==> src/rtl/wavech_pkg.sv <==
package wavech_pkg;

    // control register selects (address bit 4 clear)
    localparam logic [2:0] SEL_DAC = 3'd0;
    localparam logic [2:0] SEL_LEN = 3'd1;
    localparam logic [2:0] SEL_LVL = 3'd2;
    localparam logic [2:0] SEL_PLO = 3'd3;
    localparam logic [2:0] SEL_CTL = 3'd4;

    // bit positions that other logic decodes
    localparam int DAC_BIT  = 7;
    localparam int START_BIT = 7;
    localparam int STOP_BIT = 6;
    localparam int LVL_LSB  = 5;

    typedef enum logic [0:0] {
        CH_IDLE = 1'b0,
        CH_RUN  = 1'b1
    } ch_state_e;

    function automatic logic [3:0] level_scale(input logic [3:0] nib, input logic [1:0] code);
        logic [3:0] r;
        unique case (code)
            2'd0:    r = 4'd0;
            2'd1:    r = nib;
            2'd2:    r = nib >> 1;
            default: r = nib >> 2;
        endcase
        return r;
    endfunction

endpackage

==> src/rtl/wavech_regs.sv <==
module wavech_regs
    import wavech_pkg::*;
#(
    parameter int RAM_BYTES = 16,
    parameter int WL_W      = 11,
    parameter int LEN_W     = 8,
    localparam int IDX_W    = $clog2(RAM_BYTES),
    localparam int ADDR_W   = IDX_W + 1,
    localparam int HI_W     = WL_W - 8
) (
    input  logic              clk,
    input  logic              rst_n,
    input  logic              bus_we,
    input  logic [ADDR_W-1:0] bus_addr,
    input  logic [7:0]        bus_wdata,
    output logic [7:0]        bus_rdata,
    input  logic [IDX_W-1:0]  fetch_idx,
    output logic [7:0]        fetch_byte,
    output logic              dac_on,
    output logic [1:0]        level,
    output logic [WL_W-1:0]   period,
    output logic              len_stop,
    output logic              len_load,
    output logic [LEN_W-1:0]  len_val,
    output logic              start
);

    logic [7:0]      store_q [RAM_BYTES];
    logic [7:0]      plo_q;
    logic [HI_W-1:0] phi_q;
    logic            dac_q;
    logic [1:0]      lvl_q;
    logic            stop_q;

    logic            wave_sel;
    logic            ctl_wr;
    logic [2:0]      sel;

    always_comb begin
        wave_sel = bus_addr[ADDR_W-1];
        sel      = bus_addr[2:0];
        ctl_wr   = bus_we && !wave_sel;
    end

    // sample store
    always_ff @(posedge clk) begin
        for (int i = 0; i < RAM_BYTES; i++) begin
            if (!rst_n) begin
                store_q[i] <= 8'd0;
            end else if (bus_we && wave_sel && bus_addr[IDX_W-1:0] == IDX_W'(i)) begin
                store_q[i] <= bus_wdata;
            end
        end
    end

    // control registers
    always_ff @(posedge clk) begin
        if (!rst_n) begin
            dac_q  <= 1'b0;
            lvl_q  <= 2'd0;
            plo_q  <= 8'd0;
            phi_q  <= '0;
            stop_q <= 1'b0;
        end else if (ctl_wr) begin
            unique case (sel)
                SEL_DAC: dac_q <= bus_wdata[DAC_BIT];
                SEL_LVL: lvl_q <= bus_wdata[LVL_LSB+1:LVL_LSB];
                SEL_PLO: plo_q <= bus_wdata;
                SEL_CTL: begin
                    phi_q  <= bus_wdata[HI_W-1:0];
                    stop_q <= bus_wdata[STOP_BIT];
                end
                default: ;
            endcase
        end
    end

    always_comb begin
        bus_rdata  = wave_sel ? store_q[bus_addr[IDX_W-1:0]] : 8'hFF;
        fetch_byte = store_q[fetch_idx];
        dac_on     = dac_q;
        level      = lvl_q;
        period     = {phi_q, plo_q};
        len_stop   = stop_q;
        len_load   = ctl_wr && sel == SEL_LEN;
        len_val    = bus_wdata[LEN_W-1:0];
        start      = ctl_wr && sel == SEL_CTL && bus_wdata[START_BIT];
    end

endmodule

==> src/rtl/wavech_fsm.sv <==
module wavech_fsm
    import wavech_pkg::*;
#(
    parameter int LEN_W = 8
) (
    input  logic             clk,
    input  logic             rst_n,
    input  logic             start,
    input  logic             len_tick,
    input  logic             len_load,
    input  logic [LEN_W-1:0] len_val,
    input  logic             len_stop,
    output logic             running
);

    localparam logic [LEN_W-1:0] LEN_LAST = '1;

    ch_state_e        st_q, st_d;
    logic [LEN_W-1:0] len_q;
    logic             len_wrap;

    always_comb begin
        len_wrap = len_tick && !len_load && st_q == CH_RUN && len_q == LEN_LAST;
    end

    // next-state logic
    always_comb begin
        st_d = st_q;
        unique case (st_q)
            CH_IDLE: if (start) st_d = CH_RUN;
            CH_RUN: begin
                if (start)                     st_d = CH_RUN;
                else if (len_wrap && len_stop) st_d = CH_IDLE;
            end
            default: st_d = CH_IDLE;
        endcase
    end

    // state register
    always_ff @(posedge clk) begin
        if (!rst_n) st_q <= CH_IDLE;
        else        st_q <= st_d;
    end

    // length counter
    always_ff @(posedge clk) begin
        if (!rst_n)                          len_q <= '0;
        else if (len_load)                   len_q <= len_val;
        else if (len_tick && st_q == CH_RUN) len_q <= len_q + 1'b1;
    end

    // outputs
    always_comb begin
        running = (st_q == CH_RUN);
    end

endmodule

==> src/rtl/wavech_timer.sv <==
module wavech_timer #(
    parameter int WL_W       = 11,
    parameter int POS_W      = 5,
    parameter int TRIG_DELAY = 3,
    localparam int TMR_W     = WL_W + 2
) (
    input  logic             clk,
    input  logic             rst_n,
    input  logic             cyc_en,
    input  logic             running,
    input  logic             start,
    input  logic [WL_W-1:0]  period,
    output logic [POS_W-1:0] pos,
    output logic             expire
);

    logic [TMR_W-1:0] tmr_q;
    logic [TMR_W-1:0] span;
    logic [TMR_W-1:0] reload;
    logic [POS_W-1:0] pos_q;

    always_comb begin
        span   = {2'b01, {WL_W{1'b0}}} - {2'b00, period};
        reload = span << 1;
        expire = running && cyc_en && !start && (tmr_q <= TMR_W'(1));
        pos    = pos_q;
    end

    always_ff @(posedge clk) begin
        if (!rst_n) begin
            tmr_q <= '0;
            pos_q <= '0;
        end else if (start) begin
            tmr_q <= TMR_W'(TRIG_DELAY);
            pos_q <= '0;
        end else if (expire) begin
            tmr_q <= reload;
            pos_q <= pos_q + 1'b1;
        end else if (running && cyc_en) begin
            tmr_q <= tmr_q - 1'b1;
        end
    end

endmodule

==> src/rtl/wavech_dac.sv <==
module wavech_dac
    import wavech_pkg::*;
(
    input  logic       clk,
    input  logic       rst_n,
    input  logic       start,
    input  logic       expire,
    input  logic       running,
    input  logic       dac_on,
    input  logic [1:0] level,
    input  logic [7:0] fetch_byte,
    input  logic       odd_pos,
    output logic [3:0] sample_out,
    output logic       active
);

    logic [3:0] hold_q;
    logic [3:0] nib;
    logic       audible;

    always_comb begin
        nib     = odd_pos ? fetch_byte[3:0] : fetch_byte[7:4];
        audible = running && dac_on;
    end

    always_ff @(posedge clk) begin
        if (!rst_n)      hold_q <= 4'd0;
        else if (start)  hold_q <= 4'd0;
        else if (expire) hold_q <= audible ? level_scale(nib, level) : 4'd0;
    end

    always_comb begin
        active     = audible;
        sample_out = audible ? hold_q : 4'd0;
    end

endmodule

==> src/rtl/wavech_top.sv <==
module wavech_top #(
    parameter int RAM_BYTES  = 16,
    parameter int WL_W       = 11,
    parameter int LEN_W      = 8,
    parameter int TRIG_DELAY = 3,
    localparam int IDX_W     = $clog2(RAM_BYTES),
    localparam int POS_W     = IDX_W + 1,
    localparam int ADDR_W    = IDX_W + 1
) (
    input  logic              clk,
    input  logic              rst_n,
    input  logic              cyc_en,
    input  logic              len_tick,
    input  logic              bus_we,
    input  logic [ADDR_W-1:0] bus_addr,
    input  logic [7:0]        bus_wdata,
    output logic [7:0]        bus_rdata,
    output logic [3:0]        sample_out,
    output logic              active
);

    logic [7:0]       fetch_byte;
    logic             dac_on;
    logic [1:0]       level;
    logic [WL_W-1:0]  period;
    logic             len_stop;
    logic             len_load;
    logic [LEN_W-1:0] len_val;
    logic             start_w;
    logic             running;
    logic [POS_W-1:0] pos_w;
    logic             expire_w;

    wavech_regs #(.RAM_BYTES(RAM_BYTES), .WL_W(WL_W), .LEN_W(LEN_W)) u_regs (
        .clk(clk), .rst_n(rst_n), .bus_we(bus_we), .bus_addr(bus_addr),
        .bus_wdata(bus_wdata), .bus_rdata(bus_rdata),
        .fetch_idx(pos_w[POS_W-1:1]), .fetch_byte(fetch_byte),
        .dac_on(dac_on), .level(level), .period(period), .len_stop(len_stop),
        .len_load(len_load), .len_val(len_val), .start(start_w)
    );

    wavech_fsm #(.LEN_W(LEN_W)) u_fsm (
        .clk(clk), .rst_n(rst_n), .start(start_w), .len_tick(len_tick),
        .len_load(len_load), .len_val(len_val), .len_stop(len_stop),
        .running(running)
    );

    wavech_timer #(.WL_W(WL_W), .POS_W(POS_W), .TRIG_DELAY(TRIG_DELAY)) u_timer (
        .clk(clk), .rst_n(rst_n), .cyc_en(cyc_en), .running(running),
        .start(start_w), .period(period), .pos(pos_w), .expire(expire_w)
    );

    wavech_dac u_dac (
        .clk(clk), .rst_n(rst_n), .start(start_w), .expire(expire_w),
        .running(running), .dac_on(dac_on), .level(level),
        .fetch_byte(fetch_byte), .odd_pos(pos_w[0]),
        .sample_out(sample_out), .active(active)
    );

endmodule

==> config.mk <==
export PLATFORM = sky130hd
export DESIGN_NAME = wavech_top
export DESIGN_NICKNAME = d
export VERILOG_FILES = /design/src/rtl/wavech_pkg.sv /design/src/rtl/wavech_regs.sv /design/src/rtl/wavech_fsm.sv /design/src/rtl/wavech_timer.sv /design/src/rtl/wavech_dac.sv /design/src/rtl/wavech_top.sv
export SDC_FILE = /design/constraint.sdc
export NUM_CORES = 1
export LEC_CHECK = 0
export ABC_AREA = 1
export BUFFER_PORTS_ARGS = -buffer_cell sky130_fd_sc_hd__clkbuf_2
export CORE_MARGIN = 2
export CORE_UTILIZATION = 46
export DETAILED_ROUTE_END_ITERATION = 10
export PLACE_DENSITY = 0.64
export SYNTH_ARGS = -nofsm -noshare
export SYNTH_HDL_FRONTEND = slang
export SYNTH_SLANG_ARGS = --single-unit
==> constraint.sdc <==
create_clock -name clk -period 6.5 [get_ports clk]
set_clock_uncertainty 0.2 [all_clocks]
set_input_delay 0.65 -clock clk [delete_from_list [all_inputs] [get_ports clk]]
set_output_delay 0.65 -clock clk [all_outputs]
set_load 0.05 [all_outputs]
==> impl_metrics.tcl <==
set metrics [dict create \
    rows 52 \
    via_per_inst 5.88 \
    antenna_found_initial 1 \
    fin_nets 1201 \
    regArea_mm2 0.00485 \
    route.vias.total 8602 \
    fmax_mhz 235 \
    maxCapViolCount 0 \
    relSlewSlack 0.196 \
    p_leak_nw 4.15 \
    syn_inst 1187 \
    synth_seq_area_share 0.506 \
    maxSlewViolCount 0 \
    yosysWarnings 0 \
    cp-startpoint "bus_addr[1]" \
    clk_pin_slew_ns 0.07 \
    finish.utilization 0.511 \
    grt_pass1_vias 7777 \
    tightest_slew_ns 1.21 \
    holdCritStartpoint "u_dac.hold_q[1]" \
    root_buffer "clkbuf_16" \
    pwr_density_cell_mw_per_mm2 251 \
    crit_path_start_kind "input port" \
    synthesis.nets 1210 \
    synth.most_common_cell "nand2_1" \
    grt_first_pass_wirelength_um 45200 \
    gr-total-overflow 0 \
    crit_type "input port to primary output" \
    setup-violations-final 0 \
    dr.pass1.iters 5 \
    async_flop_share 0 \
    period_needed_ns 4.26 \
    synth.avg_cell_area_um2 8.07 \
    max-vdd-ir-drop_mv 0.174 \
    synthTopCellsByArea "edfxtp_1 40%, nand2_1 12%, dfxtp_1 10%, nand3_1 9.9%, nor2_1 6.9%" \
    synth_top_area_cell "edfxtp_1" \
    finalPower_mw 2.61 \
    clock_latency_ns 0.45 \
    gp_congestion 0.984 \
    ys.flop_type "edfxtp_1" \
    status "complete, no violations" \
    rsz0062_at_grt "false" \
    wirelength_um 29500 \
    clock_sinks 178 \
    endpoint "bus_rdata[7]" \
    multi_input_comb_area_mm2 0.00415 \
    synth_edf_count 128 \
    post_drt_wl_per_cell_um 20.2 \
    fin_crit_sh 0.655 \
    post-dp-hpwl_um 20100 \
    synth_commonest_cells "298 x nand2_1, 190 x nand3_1, 176 x nor2_1" \
    timing.rr.end "u_dac.hold_q[0]" \
    postCtsResizedCells 0 \
    fillers 1926 \
    syn_area_mm2 0.00958 \
    core_mm2 0.0204 \
    die_w_um 148 \
    place_inst 1429 \
    postCtsHoldBufs 0 \
    initial_core_util 0.470 \
    hold_ws_ns 0.267 \
    die_h_um 148 \
    post_cts_buffers 0 \
    grt_max_degree 66 \
    antenna_left 0 \
    tns_ns 0 \
    clockBufferDepth 2 \
    cts_buffers 17 \
    h-tree-depth 4 \
    dieArea_mm2 0.0220 \
    r2r_cells 12 \
    final_hold_viol_count 0 \
    endpoint_kind "primary output" \
    worst_ep_arrival_time_ns 3.41 \
    ys_types 40 \
    drive_gt1_frac 0.0747 \
    synth_top_area_frac 0.401 \
    synth_seq_cells 178 \
    cp_max_fo 36 \
    track_usage 0.273 \
    cts_tree "done" \
    final_cells 1462 \
    hold_class "flop to flop" \
    required_ns 5.65 \
    drc_errors 0 \
    drtIter0Drc 1134 \
    area_growth_pct 8.70 \
    r2r_slack_ns 3.44 \
    ioPinCount 31 \
    portBuffers 30 \
]
==> worst max-delay path, stage by stage <==
cell and delay [ns]:
clkbuf_2 0.65, nand2_1 0.26, inv_1 0.78, nand2_1 0.11, a31oi_1 0.22, a221oi_1 0.09
o211ai_1 0.27, clkbuf_2 0.35
==> state kept, by name, indices dropped and copies added, names as in the netlist, named ones only <==
register         cells
u_timer.tmr_q       13
u_regs.len_stop      1
u_regs.phi_q         3
u_regs.dac_on        1
u_fsm.len_q          8
u_dac.hold_q         4
u_regs.plo_q         8
u_fsm.running        1
u_regs.store_q     128
u_timer.pos          5
u_regs.level         2
==> per-layer routing <==
metal  routed length (um)  part of all wire  global-route usage
met5                    0                 0                   0
met4                 1380             0.047               0.131
met3                 2720             0.092              0.0537
met2                13300              0.45               0.417
met1                12200              0.41               0.374
==> layout make-up <==
class	count	area share
Timing Repair Buffer	36	0.0187
Clock inverter	14	0.0161
Antenna cell	1	0.000240
Tap cell	270	0.0324
Clock buffer	18	0.0412
Sequential cell	178	0.465
Inverter	75	0.0270
Multi-Input combinational cell	870	0.399
==> through the flow <==
stage	area, um^2	worst slack (ns)
after floorplan	9580	3.33
after global placement	9810	2.39
after detailed placement	9810	2.28
after CTS	10400	2.29
after global routing	10400	2.01
final	10400	2.24
==> cell usage in the layout, fill, tap and decap left out, types with 2 or more instances in the layout <==
cell type,synthesis,layout
clkinv_4,0,2
clkbuf_2,0,30
ha_1,5,5
nor2_1,176,176
a31oi_1,11,11
inv_8,0,3
a22oi_1,24,24
clkinv_1,8,8
a221oi_1,16,16
nand2_4,4,4
nor3_2,2,2
xnor2_1,6,6
nand2_1,298,298
inv_1,62,62
inv_2,5,5
dfxtp_1,50,49
edfxtp_1,128,128
nand3_1,190,190
nor2_2,3,3
nor3_1,10,10
o21a_1,2,2
xor2_1,16,16
o211ai_1,8,8
nor2_4,2,2
a21oi_1,39,39
o31ai_1,4,3
nand4_1,9,9
bufinv_16,0,2
inv_6,0,5
clkbuf_16,0,17
o21ai_1,9,9
o21ai_0,28,28
buf_4,2,6
==> worst min-delay path by stage <==
stage	endpoint	slack, ns	depth (start not counted)
floorplan	u_dac.hold_q[0]	0.24	2
global route	u_dac.hold_q[3]	0.29	2
detailed placement	u_dac.hold_q[1]	0.26	2
finish	u_dac.hold_q[1]	0.27	2
CTS	u_dac.hold_q[1]	0.27	2
global placement	u_dac.hold_q[0]	0.26	2
==> power breakdown <==
group          switching, mW  internal [mW]  total, mW
Clock                  0.482          0.581       1.06
Combinational          0.179         0.0635      0.243
Sequential            0.0441           1.27       1.31
==> cells by family (layout without fill, tap and decap cells) <==
kind of cell,after synthesis,in the layout,share of synthesized area
AO/OA/AOI/OAI,144,144,0.0940
buffers and inverters,139,143,0.0613
flip-flops,178,178,0.506
XOR/XNOR,22,22,0.0201
AND/OR/NAND/NOR,699,699,0.312
adder cells (fa/ha/maj),5,5,0.00653
other,0,1,0
Note: power is estimated with default switching activity, not from simulation.
